[src/rtl/cfg_tlp_pkg.sv]
package cfg_tlp_pkg;

  localparam int QDEPTH = 3;
  localparam int QIW = $clog2(QDEPTH);

  localparam logic [3:0] A_STATUS   = 4'd0;
  localparam logic [3:0] A_HDR      = 4'd1;
  localparam logic [3:0] A_PUSH     = 4'd2;
  localparam logic [3:0] A_EXT_CTRL = 4'd3;
  localparam logic [3:0] A_EXT_RD   = 4'd4;
  localparam logic [3:0] A_INT_REQ  = 4'd5;
  localparam logic [3:0] A_INT_WD   = 4'd6;
  localparam logic [3:0] A_INT_CTRL = 4'd7;
  localparam logic [3:0] A_INT_RD   = 4'd8;

  localparam logic [7:0] FT_RD0 = 8'h04;
  localparam logic [7:0] FT_RD1 = 8'h05;
  localparam logic [7:0] FT_WR0 = 8'h44;
  localparam logic [7:0] FT_WR1 = 8'h45;

  typedef struct packed {
    logic        ok;
    logic        write;
    logic [7:0]  bus;
    logic [7:0]  devfn;
    logic [11:0] addr;
    logic [2:0]  len;
    logic [31:0] wdata;
  } cfgReq_t;

  typedef struct packed {
    logic launchExt;
    logic launchInt;
    logic rejectExt;
    logic finish;
    logic finishInt;
  } ctlStrobe_t;

  function automatic cfgReq_t decodeReq(input logic [31:0] d0, input logic [31:0] d1,
                                        input logic [31:0] d2, input logic [31:0] wd,
                                        input logic [7:0] rootBus);
    cfgReq_t r;
    logic [3:0] be;
    logic [11:0] base;
    logic [31:0] packedData;
    int idx;
    int first;
    r = '0;
    be = d1[3:0];
    base = {d2[11:2], 2'b00};
    r.bus = (d2[31:24] == rootBus) ? 8'h00 : d2[31:24];
    r.devfn = d2[23:16];
    packedData = '0;
    idx = 0;
    first = 0;
    for (int i = 0; i < 4; i++) begin
      if (be[i]) begin
        if (idx == 0) first = i;
        packedData[idx*8 +: 8] = wd[i*8 +: 8];
        idx++;
      end
    end
    case (d0[31:24])
      FT_RD0, FT_RD1: begin
        r.ok = 1'b1;
        r.addr = base;
        r.len = 3'd4;
      end
      FT_WR0, FT_WR1: begin
        r.ok = (be != 4'h0);
        r.write = 1'b1;
        if (be == 4'hF) begin
          r.addr = base;
          r.len = 3'd4;
          r.wdata = wd;
        end else begin
          r.addr = base + 12'(first);
          r.len = 3'(idx);
          r.wdata = packedData;
        end
      end
      default: r.ok = 1'b0;
    endcase
    return r;
  endfunction

endpackage

[src/rtl/cfg_tlp_ctl.sv]
module cfg_tlp_ctl
  import cfg_tlp_pkg::*;
(
  input  logic       clk,
  input  logic       rstN,
  input  logic       extFireReq,
  input  logic       intFireReq,
  input  logic       extOk,
  input  logic       intOk,
  input  logic       cfgDone,
  output ctlStrobe_t strobe,
  output logic       busy
);

  logic curInt;

  always_comb begin
    strobe = '0;
    if (!busy) begin
      if (extFireReq) begin
        strobe.launchExt = extOk;
        strobe.rejectExt = !extOk;
      end else if (intFireReq) begin
        strobe.launchInt = intOk;
      end
    end else if (cfgDone) begin
      strobe.finish = 1'b1;
      strobe.finishInt = curInt;
    end
  end

  always_ff @(posedge clk or negedge rstN) begin
    if (!rstN) begin
      busy <= 1'b0;
      curInt <= 1'b0;
    end else if (strobe.launchExt || strobe.launchInt) begin
      busy <= 1'b1;
      curInt <= strobe.launchInt;
    end else if (strobe.finish) begin
      busy <= 1'b0;
    end
  end

endmodule

[src/rtl/cfg_tlp_dp.sv]
module cfg_tlp_dp
  import cfg_tlp_pkg::*;
#(
  parameter logic [7:0] ROOT_BUS = 8'h80
) (
  input  logic        clk,
  input  logic        rstN,
  input  logic        regWe,
  input  logic [3:0]  regAddr,
  input  logic [31:0] regWdata,
  output logic [31:0] regRdata,
  input  ctlStrobe_t  strobe,
  input  logic        busy,
  output logic        extFireReq,
  output logic        intFireReq,
  output logic        extOk,
  output logic        intOk,
  output logic        cfgWrite,
  output logic [7:0]  cfgBus,
  output logic [7:0]  cfgDevfn,
  output logic [11:0] cfgAddr,
  output logic [2:0]  cfgLen,
  output logic [31:0] cfgWdata,
  input  logic        cfgPresent,
  input  logic [31:0] cfgRdata
);

  logic [31:0] hdr;
  logic [31:0] queue [QDEPTH];
  logic [QIW-1:0] qIdx;
  logic [20:0] intReq;
  logic [31:0] intWdata, extRdata, intRdata;
  logic stTxIdle, stRxBusy;
  cfgReq_t extDec, intDec, selDec;
  logic pushWe, stWe, setSt, loadRes;
  logic [31:0] result;

  assign pushWe = regWe && (regAddr == A_PUSH);
  assign stWe = regWe && (regAddr == A_STATUS);
  assign extFireReq = regWe && (regAddr == A_EXT_CTRL) && regWdata[0];
  assign intFireReq = regWe && (regAddr == A_INT_CTRL) && regWdata[0];

  assign extDec = decodeReq(hdr, queue[0], queue[1], queue[2], ROOT_BUS);
  assign intDec = decodeReq(32'h0400_0001 | {1'b0, intReq[20], 30'd0},
                            32'h0040_1000 | {28'd0, intReq[19:16]},
                            {16'd0, intReq[15:0]}, intWdata, ROOT_BUS);
  assign extOk = extDec.ok;
  assign intOk = intDec.ok;
  assign selDec = strobe.launchInt ? intDec : extDec;

  assign setSt = strobe.rejectExt || (strobe.finish && !strobe.finishInt);
  assign result = cfgPresent ? cfgRdata : 32'hFFFF_FFFF;
  assign loadRes = strobe.finish && (!cfgPresent || !cfgWrite);

  always_ff @(posedge clk or negedge rstN) begin
    if (!rstN) begin
      hdr <= '0;
      for (int i = 0; i < QDEPTH; i++) queue[i] <= '0;
      qIdx <= '0;
      intReq <= '0;
      intWdata <= '0;
      extRdata <= '0;
      intRdata <= '0;
      stTxIdle <= 1'b0;
      stRxBusy <= 1'b0;
      cfgWrite <= 1'b0;
      cfgBus <= '0;
      cfgDevfn <= '0;
      cfgAddr <= '0;
      cfgLen <= '0;
      cfgWdata <= '0;
    end else begin
      if (pushWe) begin
        for (int i = 0; i < QDEPTH; i++)
          if (qIdx == QIW'(i)) queue[i] <= regWdata;
        qIdx <= (qIdx == QIW'(QDEPTH - 1)) ? '0 : qIdx + 1'b1;
      end
      if (strobe.launchExt || strobe.rejectExt) qIdx <= '0;
      if (regWe && regAddr == A_HDR) hdr <= regWdata;
      if (regWe && regAddr == A_INT_REQ) intReq <= regWdata[20:0];
      if (regWe && regAddr == A_INT_WD) intWdata <= regWdata;
      stTxIdle <= setSt || (stTxIdle && !(stWe && regWdata[0]));
      stRxBusy <= setSt || (stRxBusy && !(stWe && regWdata[1]));
      if (strobe.launchExt || strobe.launchInt) begin
        cfgWrite <= selDec.write;
        cfgBus <= selDec.bus;
        cfgDevfn <= selDec.devfn;
        cfgAddr <= selDec.addr;
        cfgLen <= selDec.len;
        cfgWdata <= selDec.wdata;
      end
      if (loadRes) begin
        if (strobe.finishInt) intRdata <= result;
        else extRdata <= result;
      end
    end
  end

  always_comb begin
    case (regAddr)
      A_STATUS:  regRdata = {29'd0, busy, stRxBusy, stTxIdle};
      A_HDR:     regRdata = hdr;
      A_EXT_RD:  regRdata = extRdata;
      A_INT_REQ: regRdata = {11'd0, intReq};
      A_INT_WD:  regRdata = intWdata;
      A_INT_RD:  regRdata = intRdata;
      default:   regRdata = '0;
    endcase
  end

endmodule

[src/rtl/cfg_tlp_engine.sv]
module cfg_tlp_engine
  import cfg_tlp_pkg::*;
#(
  parameter logic [7:0] ROOT_BUS = 8'h80
) (
  input  logic        clk,
  input  logic        rstN,
  input  logic        regWe,
  input  logic [3:0]  regAddr,
  input  logic [31:0] regWdata,
  output logic [31:0] regRdata,
  output logic        cfgValid,
  output logic        cfgWrite,
  output logic [7:0]  cfgBus,
  output logic [7:0]  cfgDevfn,
  output logic [11:0] cfgAddr,
  output logic [2:0]  cfgLen,
  output logic [31:0] cfgWdata,
  input  logic        cfgDone,
  input  logic        cfgPresent,
  input  logic [31:0] cfgRdata
);

  ctlStrobe_t strobe;
  logic busy, extFireReq, intFireReq, extOk, intOk;

  assign cfgValid = busy;

  cfg_tlp_ctl u_ctl (
    .clk(clk), .rstN(rstN),
    .extFireReq(extFireReq), .intFireReq(intFireReq),
    .extOk(extOk), .intOk(intOk),
    .cfgDone(cfgDone), .strobe(strobe), .busy(busy)
  );

  cfg_tlp_dp #(.ROOT_BUS(ROOT_BUS)) u_dp (
    .clk(clk), .rstN(rstN),
    .regWe(regWe), .regAddr(regAddr), .regWdata(regWdata), .regRdata(regRdata),
    .strobe(strobe), .busy(busy),
    .extFireReq(extFireReq), .intFireReq(intFireReq),
    .extOk(extOk), .intOk(intOk),
    .cfgWrite(cfgWrite), .cfgBus(cfgBus), .cfgDevfn(cfgDevfn),
    .cfgAddr(cfgAddr), .cfgLen(cfgLen), .cfgWdata(cfgWdata),
    .cfgPresent(cfgPresent), .cfgRdata(cfgRdata)
  );

endmodule

[config.mk]
export PLATFORM = sky130hd
export DESIGN_NAME = cfg_tlp_engine
export DESIGN_NICKNAME = d
export VERILOG_FILES = /design/src/rtl/cfg_tlp_pkg.sv /design/src/rtl/cfg_tlp_ctl.sv /design/src/rtl/cfg_tlp_dp.sv /design/src/rtl/cfg_tlp_engine.sv
export SDC_FILE = /design/constraint.sdc
export NUM_CORES = 1
export LEC_CHECK = 0
export ABC_AREA = 1
export BUFFER_PORTS_ARGS = -buffer_cell sky130_fd_sc_hd__buf_2
export CORE_UTILIZATION = 40
export DETAILED_ROUTE_END_ITERATION = 10
export GPL_TIMING_DRIVEN = 0
export PLACE_DENSITY_LB_ADDON = 0.25
export SYNTH_ARGS = -nofsm -noshare
export SYNTH_HDL_FRONTEND = slang
export SYNTH_HIERARCHICAL = 1
export SYNTH_SLANG_ARGS = --single-unit
[constraint.sdc]
create_clock -name clk -period 8 [get_ports clk]
set_clock_uncertainty 0.05 [all_clocks]
set_input_delay 0.8 -clock clk [delete_from_list [all_inputs] [get_ports clk]]
set_output_delay 0.8 -clock clk [all_outputs]
set_load 0.005 [all_outputs]
* Word level (Yosys, flattened, before mapping)
Cells that the tools add are included.
** Cells by class
- Add/sub/neg operators :: 15
- Equal/unequal tests :: 17
- Shift-type cells :: 12
- Multiplexer cells :: 60
- Bitwise gates (word level) :: 2
- Reductions and logical operators :: 46
** Operators by type and width (number)
- $mux 32 :: 12
- $shift 8x33->32 const A :: 6
- $shiftx 8x33->32 :: 6
- $bwmux 32 :: 6
- $logic_not 32->1 :: 6
- $pmux 32 s6 :: 1
- $neg 32->33 :: 4
- $mux 47 :: 2
- $mux 12 :: 6
- $neg 4->33 :: 2
- $add 32x2->32 const B :: 2
- $mux 64 :: 1
- $pmux 15 s2 :: 2
- $add 12x12->12 :: 2
- $mux 8 :: 3
- $eq 4x3->1 const B :: 4
- $eq 8x3->1 const B :: 2
- $eq 8x7->1 const B :: 2
- $mux 2 :: 8
- $logic_and 1x1->1 :: 15
- $mux 1 :: 14
- $eq 4x4->1 const B :: 3
- $reduce_and 2->1 :: 5
- $mux 3 :: 3
- other kinds (17) :: 35
** Word-level totals
- Register bits after elaboration :: 287
- Logic and storage cells :: 171

* Logic depth before layout (Yosys ltp)
Gate-level depths: netlist of the first run.
- Depth after elaboration :: 12
- Mapped depth :: 20
- Gate-level depth less buffers :: 18

* By module
Netlist of the first run, hierarchy kept.
** Modules (own cells, without submodules)
- cfg_tlp_dp :: times used 1, cells an instance 1929, area each 14839.2 um2
- cfg_tlp_ctl :: times used 1, cells an instance 21, area each 131.4 um2

* Worst setup path before layout of the first run
No wires, ideal clock.
- Path kind :: register to register
- From :: reg u_dp/queue[64] (netlist bit)
- To :: reg u_dp.cfgWdata[3]
- Library setup time :: 0.113 ns
- Arrival time :: 2.930 ns
- Path slack :: 4.907 ns
- Cell stages (with the launch flop) :: 16
- Buffers on the path :: 3
- Cell sequence :: dfrtp_1 -> fa_1 -> buf_2 -> buf_1 -> inv_1 -> ha_1 -> ha_1 -> nor2_1 -> nand3_1 -> buf_4 -> nand3_1 -> nand2_1 -> nand2_1 -> nand3_1 -> nand2_1 -> inv_1
** On the way
- Cells in the longest elaborated chain, start to end :: 12
- Elaborated cells between the ends (all ways) :: 30
- Those cells by class :: add/sub (5); eq/ne (1); shift (6); mux (16); reduce/logical (2)
** RTL lines
- start, declared :: RTL line cfg_tlp_dp.sv:29 : logic [31:0] queue [QDEPTH];
- start signal, assigned by index :: RTL line cfg_tlp_dp.sv:75 : if (qIdx == QIW'(i)) queue[i] <= regWdata;
- $mux 1 :: RTL line cfg_tlp_pkg.sv:57 : if (be[i]) begin
- $add 1x1->2 / $neg 4->33 (equally long branches) :: RTL line cfg_tlp_pkg.sv:60, cfg_tlp_pkg.sv:59
- $mux 2 (tied with other cells) :: RTL line cfg_tlp_pkg.sv:57
- $add 32x2->32 (tied with other cells) :: RTL line cfg_tlp_pkg.sv:60 : idx++;
- $mux 32 (tied with other cells) :: RTL line cfg_tlp_pkg.sv:57
- $neg 32->33 / $bwmux 32 (equally long branches) :: RTL line cfg_tlp_pkg.sv:59 : packedData[idx*8 +: 8] = wd[i*8 +: 8];
- $shiftx 8x33->32 (tied with other cells) :: RTL line cfg_tlp_pkg.sv:59
- $bwmux 32 :: RTL line cfg_tlp_pkg.sv:59
- $mux 32 :: RTL line cfg_tlp_pkg.sv:57
- $mux 47 :: RTL line cfg_tlp_pkg.sv:72 : if (be == 4'hF) begin
- $mux 32 :: RTL line cfg_tlp_pkg.sv:63 : case (d0[31:24])
- $mux 64 :: RTL line cfg_tlp_dp.sv:49 : assign selDec = strobe.launchInt ? intDec : extDec;
- end signal, assigned :: RTL line cfg_tlp_dp.sv:90 : cfgWdata <= selDec.wdata;
- end, declared :: RTL line cfg_tlp_dp.sv:23 : output logic [31:0] cfgWdata,
Several ways; a longest one is shown, not always the timed one.
A chain may end at the register's enable or synchronous reset.

* Worst setup path after layout of the first run
- From :: reg u_dp/queue[64] (netlist bit)
- To :: reg u_dp.cfgWdata[4]
The elaborated chain is that of the path after synthesis.

==> run metrics, run 1 <==
Slew Limit Headroom=51.9%; routing usage on met1=42.6%; R2R setup slack=4110 ps; total track usage=31.4%; CP max FO=10; Die Footprint=38,200 sq um; top cells by count, synth=nand2_1, dfrtp_1, inv_1; number of endpoints failing setup at the final stage=0; Root Driver=clkbuf_16; Leakage=8.97 nW; Sink Count=281; M2 GR Usage=48.3%; area grow syn2layout=17.6%; initial antenna violation count=0; Seq/Total Area, Yosys=47.0%; CP Launch Type=flip-flop; mapped cell area=15,000 sq um; Post-Synthesis Cells=1,950; Worst-Skew Late Latency=530 ps; Fill cells=3,697; outcome=finished clean; Reg2Reg Capture Point=u_dp/cfgWdata[4]$_DFFE_PN0P_; first-pass GRT wire length=88.4 mm; Site Rows=70; f_max=257 MHz; Die Ht=195 microns; Final HPWL DP=46.3 mm; hold bufs inserted after CTS=0; H-tree depth=2; gp weighted congestion=0.979; Final Cycle Share=48.6%; critical path arrival=4250 ps; maxcap violations=0; Yosys top cell area share=47.0%; ys async rst share=100%; Initial DRC Count=1,566; starting density of the core=40.8%; leading area contributor after synthesis=dfrtp_1; Synth Flop Type=dfrtp_1; cts repair resizes=0; CTS clk-pin slew, worst paths=60 ps; CTS tree=done; Max VDD drop=0.000136 V; syn_area_per_cell=7.68 sq um; CTS Buffer Depth=3; Final #Nets=2,253; Worst Hold Class=in2async; DR vias/cell=5.52; Post-synth EDFFs=0; total gr overflow=0; r2r worst-path depth=15; Worst EP required=8360 ps; P per Cell Area=258 nW/um^2; post-route antenna net violation count=0; Vias=14,600; Synth area leaders=dfrtp_1, nand2_1, inv_1; Slowest-stage cell, CP=fa_1; Hold Fails Final Rpt=0; post-route minimum period=3890 ps; Critical Path, Cell by Cell=fa_1, buf_2, buf_1, inv_1, ha_1, ha_1, nor2_1, nand3_1, buf_4, nand3_1, nand2_1, nand2_1, nand3_1, nand2_1, inv_1; kind of critical path=reg2reg; I/O Buffers=168; most common cell in the netlist=nand2_1; crit end category=flip-flop; RSZ-0062 raised after global routing=no; met3 Track Usage GR=7.32%; Yosys reg bits=281; Final Max Tran Viols=0; pin count of the biggest net entering global routing=100; vias in the first global route=14,000; Die Wd=195 microns; DRC viols=0; Setup TNS=0 ps; post-CTS setup buffer count=0; Slew @ Worst Pin=721 ps; R2R Path Start=u_dp/queue[64]$_DFFE_PN0P_; WHS=259 ps; Syn Nets=2,047; CP peak stage delay=660 ps; final wirelength=59.8 mm; Ys Warns=6; TritonCTS Buffers=34; grt peak-use layer=met2; IO Pins=170; WL per Instance=22.6 microns; share of layout cells above drive strength 1=16.2%; Unique masters post-synth=43; drt pass-1 iters=6; core area=36,700 sq um
-- sequential cells by signal, summed over array words and instances (netlist names), 2 cells and up --
signal,cells
u_dp/cfgAddr,12
u_dp/cfgBus,8
u_dp/cfgDevfn,8
u_dp/cfgLen,3
u_dp/cfgWdata,32
u_dp/extDec,8
u_dp/extRdata,32
u_dp/hdr,32
u_dp/intRdata,32
u_dp/intReq,21
u_dp/intWdata,32
u_dp/qIdx,2
u_dp/queue,54
-- logic make-up (layout without fill, tap and decap cells) --
| kind of cell | Yosys count | after routing | share of synthesized area [%] |
|---|---|---|---|
| AOI/OAI and AO/OA | 415 | 415 | 16.6 |
| xor gates and xnor gates | 4 | 4 | 0.234 |
| adders and majority gates | 24 | 24 | 2.11 |
| buffers and inverters | 324 | 555 | 8.93 |
| DFF | 281 | 281 | 47.0 |
| other | 0 | 1 | 0 |
| and+or+nand+nor | 902 | 902 | 25.2 |
-- critical path: cells and delay by family (launching register included) --
family                     cells  cell delay (ps)
adders and majority gates      3             1230
buffers and inverters          5             1080
and+or+nand+nor                7              930
DFF                            1              470
-- placed cells by master (no fill, tap or decap), types with 12 or more instances in the layout --
| cell | netlist | final |
|---|---|---|
| inv_1 | 205 | 205 |
| a21oi_1 | 76 | 76 |
| a31oi_1 | 43 | 43 |
| o211ai_1 | 17 | 17 |
| o21ai_0 | 135 | 135 |
| buf_2 | 43 | 210 |
| o21ai_1 | 40 | 40 |
| o21ai_2 | 31 | 31 |
| clkbuf_1 | 44 | 50 |
| nand2_1 | 546 | 546 |
| o22ai_1 | 24 | 24 |
| a22o_1 | 12 | 12 |
| dfrtp_1 | 281 | 281 |
| nand4_1 | 24 | 24 |
| nor2_1 | 177 | 177 |
| ha_1 | 22 | 22 |
| clkbuf_16 | 0 | 34 |
| nand3_1 | 120 | 120 |
-- per-stage QoR --
| step | instances | power, mW | setup slack [ps] | utilization, % | cell area (sq um) |
|---|---|---|---|---|---|
| 2_1_floorplan | 1950 | 2.52 | 4910 | - | 15000 |
| 3_3_place_gp | 2586 | 2.98 | 792 | 44.7 | 16400 |
| 3_5_place_dp | 2588 | 3.00 | 4120 | 44.9 | 16500 |
| 4_1_cts | 2649 | 4.55 | 4090 | 48.0 | 17600 |
| 5_1_grt | 2649 | 4.79 | 3780 | 48.0 | 17600 |
| 6_report | 2650 | 4.55 | 4110 | 48.0 | 17600 |
-- per-layer routing --
metal	vias up	part of all wire (%)
met2	719	44
met4	0	4.3
met1	7017	42
met3	114	9.3
li1	6785	-
met5	-	0
-- worst max-delay path by stage --
stage / from / endpoint / slack [ps]
after CTS: u_dp/queue[64]$_DFFE_PN0P_ / u_dp/cfgWdata[3]$_DFFE_PN0P_ / 4090
after global routing: u_dp/queue[64]$_DFFE_PN0P_ / u_dp/cfgWdata[6]$_DFFE_PN0P_ / 3780
after floorplan: u_dp/queue[64]$_DFFE_PN0P_ / u_dp/cfgWdata[3]$_DFFE_PN0P_ / 4910
after detailed placement: u_dp/queue[64]$_DFFE_PN0P_ / u_dp/cfgWdata[3]$_DFFE_PN0P_ / 4120
after global placement: rstN / u_dp/cfgBus[2]$_DFFE_PN0P_ / 790
final: u_dp/queue[64]$_DFFE_PN0P_ / u_dp/cfgWdata[4]$_DFFE_PN0P_ / 4110
-- where the power goes --
| group | total (mW) | switching [mW] | internal [mW] |
|---|---|---|---|
| sequential | 1.91 | 0.230 | 1.68 |
| combinational | 1.09 | 0.731 | 0.360 |
| clock | 1.55 | 0.632 | 0.915 |
-- area by class of cell --
| cell class | instances | area (sq um) | area share [%] |
|---|---|---|---|
| buffer | 104 | 512 | 2.91 |
| tap | 468 | 586 | 3.33 |
| sequential | 281 | 7030 | 39.9 |
| multi-input combinational | 1345 | 6600 | 37.5 |
| timing repair buffer | 170 | 906 | 5.14 |
| clock inverter | 12 | 146 | 0.831 |
| inverter | 220 | 826 | 4.69 |
| clock buffer | 49 | 997 | 5.66 |
| antenna | 1 | 2.50 | 0.0142 |
Note: power is estimated with default switching activity, not from simulation.
==> run 2: changes to the inputs <==
==> constraint.sdc (replaced) <==
create_clock -name clk -period 3.6 [get_ports clk]
set_clock_uncertainty 0.05 [all_clocks]
set_input_delay 0.36 -clock clk [delete_from_list [all_inputs] [get_ports clk]]
set_output_delay 0.36 -clock clk [all_outputs]
set_load 0.005 [all_outputs]
==> run metrics, run 2 (same netlist as run 1, synthesis figures left out) <==
Switching Fraction=35.1% (+0.11 points); Final Cycle Share=94.3% (+46 points); Slew Limit Headroom=51.4% (-0.50 points); Max VDD drop=0.000303 V (+120%); WHS=24.4 ps (-234 ps); Place WS=-285 ps (-4400 ps); CTS clk-pin slew, worst paths=60 ps (about the same); crit-path leading delay family=adder cells; DR vias/cell=5.51 (-0.30%); min-delay src=regWdata[10]; maxcap violations=0 (unchanged); Slew @ Worst Pin=726 ps (+4.80 ps); TritonCTS Buffers=34 (unchanged); drt pass-1 iters=6 (unchanged); total track usage=31.4% (about the same); vias in the first global route=14,000 (-0.057%); CTS tree=done; Finished Cell Area=17,700 sq um (+0.40%); DRC viols=0 (unchanged); f_max=295 MHz (+15%); initial antenna violation count=0 (unchanged); RSZ-0062 raised after global routing=no; number of endpoints failing setup at the final stage=0 (unchanged); Vias=14,600 (-0.26%); Critical Path, Cell by Cell=fa_2, buf_4, buf_4, inv_1, ha_1, ha_1, nor2_1, nand3_2, buf_4, nand3_1, nand2_1, nand2_1, nand3_1, nand2_1, inv_1; outcome=finished clean; Setup TNS=0 ps (unchanged); combinational share of power=24.3% (+0.3 points); Worst Hold Class=in2reg; starting density of the core=40.8% (unchanged); Worst EP required=3960 ps (-4400 ps); Critical Path Source=u_dp/queue[64]$_DFFE_PN0P_; end point of the worst hold path=u_dp/intWdata[10]$_DFFE_PN0P_; Biggest register=u_dp/queue; Die Footprint=38,200 sq um (unchanged); total gr overflow=0 (unchanged); Sink Count=281 (unchanged); CTS Buffer Depth=3 (unchanged); Net Sw Power=3.57 mW (+120%); max reg flops=54 (unchanged); area grow syn2layout=18.1%; final wirelength=59.9 mm (+0.24%); critical path arrival=3750 ps (-500 ps); kind of critical path=reg2reg; Initial DRC Count=1,565 (-0.064%); CP peak stage delay=650 ps (about the same); gp weighted congestion=0.979 (unchanged); R2R Path Start=u_dp/queue[64]$_DFFE_PN0P_; Final #Nets=2,254 (+0.044%); post-route antenna net violation count=0 (unchanged); hold path depth=3; DP Area=16,500 sq um (unchanged); final cell count without fillers=2,651 (+0.038%); Die Ht=195 microns (unchanged); Seq pwr share=41.8% (-0.2 points); placed cell count=2,588 (unchanged); most frequent cells in the layout=nand2_1, dfrtp_1, buf_2, inv_1, nor2_1; core area=36,700 sq um (unchanged); first-pass GRT wire length=88.4 mm (about the same); H-tree depth=2 (unchanged); P per Cell Area=574 nW/um^2 (+120%); Worst-Skew Late Latency=530 ps (about the same); R2R setup slack=210 ps (-3900 ps); CP max FO=10 (unchanged); r2r worst-path depth=15 (unchanged); crit path buf inv count=5 (unchanged); commonest non-fill, non-tap cell in the layout=nand2_1; Final HPWL DP=46.3 mm (unchanged); Crit path depth=15 (unchanged); Root Driver=clkbuf_16; final worst slack=206 ps (-3900 ps); Final Max Tran Viols=0 (unchanged); IO Pins=170 (unchanged); Pint=6.59 mW (+120%); Reg2Reg Capture Point=u_dp/cfgWdata[3]$_DFFE_PN0P_; Leakage=8.99 nW (+0.17%); crit end category=flip-flop; CP Launch Type=flip-flop; I/O Buffers=168 (unchanged); post-route minimum period=3390 ps (-496 ps); share of layout cells above drive strength 1=16.9% (+0.73 points); Site Rows=70 (unchanged); Clk pwr share=33.9% (about the same); Hold Fails Final Rpt=0 (unchanged); WL per Instance=22.6 microns (+0.20%); Slowest-stage cell, CP=fa_2; pin count of the biggest net entering global routing=100 (unchanged); Die Wd=195 microns (unchanged)
-- run 2: worst max path at each step --
stage | to | slack (ps)
detailed placement | u_dp/cfgWdata[3]$_DFFE_PN0P_ | -280
CTS | u_dp/cfgWdata[3]$_DFFE_PN0P_ | 50
global route | u_dp/cfgWdata[15]$_DFFE_PN0P_ | 1
global placement | u_dp/cfgBus[2]$_DFFE_PN0P_ | -3170
floorplan | u_dp/cfgWdata[3]$_DFFE_PN0P_ | 510
finish | u_dp/cfgWdata[3]$_DFFE_PN0P_ | 210
-- run 2: metal layers --
layer | GRT usage, % | vias to the layer above | wire, microns
li1 | - | 6779 | -
met1 | 42.6 | 7054 | 25700
met2 | 48.3 | 655 | 26600
met3 | 7.24 | 109 | 5140
met4 | 12.8 | 0 | 2470
met5 | 0 | - | 0
-- run 2: area by class of cell --
type / instances / area (sq um)
antenna: 1 / 2.50
buffer: 103 / 518
clock buffer: 49 / 997
clock inverter: 12 / 146
fill: 3696 / 19000
inverter: 220 / 826
multi-input combinational: 1345 / 6650
sequential: 281 / 7030
tap: 468 / 586
timing repair buffer: 172 / 923
-- run 2: through the flow --
stage               power, mW  util, %
finish                   10.2     48.2
global route             10.7     48.2
CTS                      10.1     48.0
detailed placement       6.66     44.9
global placement         6.62     44.7
floorplan                5.60        -
-- run 2: worst reg2reg max path: stages (launching register included) --
cell     delay [ps]
dfrtp_2         460
fa_2            650
buf_4           190
buf_4           180
inv_1            80
ha_1            200
ha_1            340
nor2_1          140
nand3_2         160
buf_4           230
nand3_1         130
nand2_1          70
nand2_1         160
nand3_1         120
nand2_1          90
inv_1            40
-- run 2: power groups by stage --
stage | logic, mW | clock network [mW] | registers [mW]
final | 2.47 | 3.44 | 4.24
after global routing | 2.75 | 3.63 | 4.29
after CTS | 2.41 | 3.50 | 4.22
after detailed placement | 2.38 | 0 | 4.27
after global placement | 2.35 | 0 | 4.27
after floorplan | 1.53 | 0 | 4.07
-- run 2: what timing repair did --
item | CTS | global route
setup endpoints to repair | 23 | 24
setup buffers | 0 | 1
hold buffers | 1 | 0
hold endpoints to repair | 91 | 0
gates resized for setup | 5 | 17
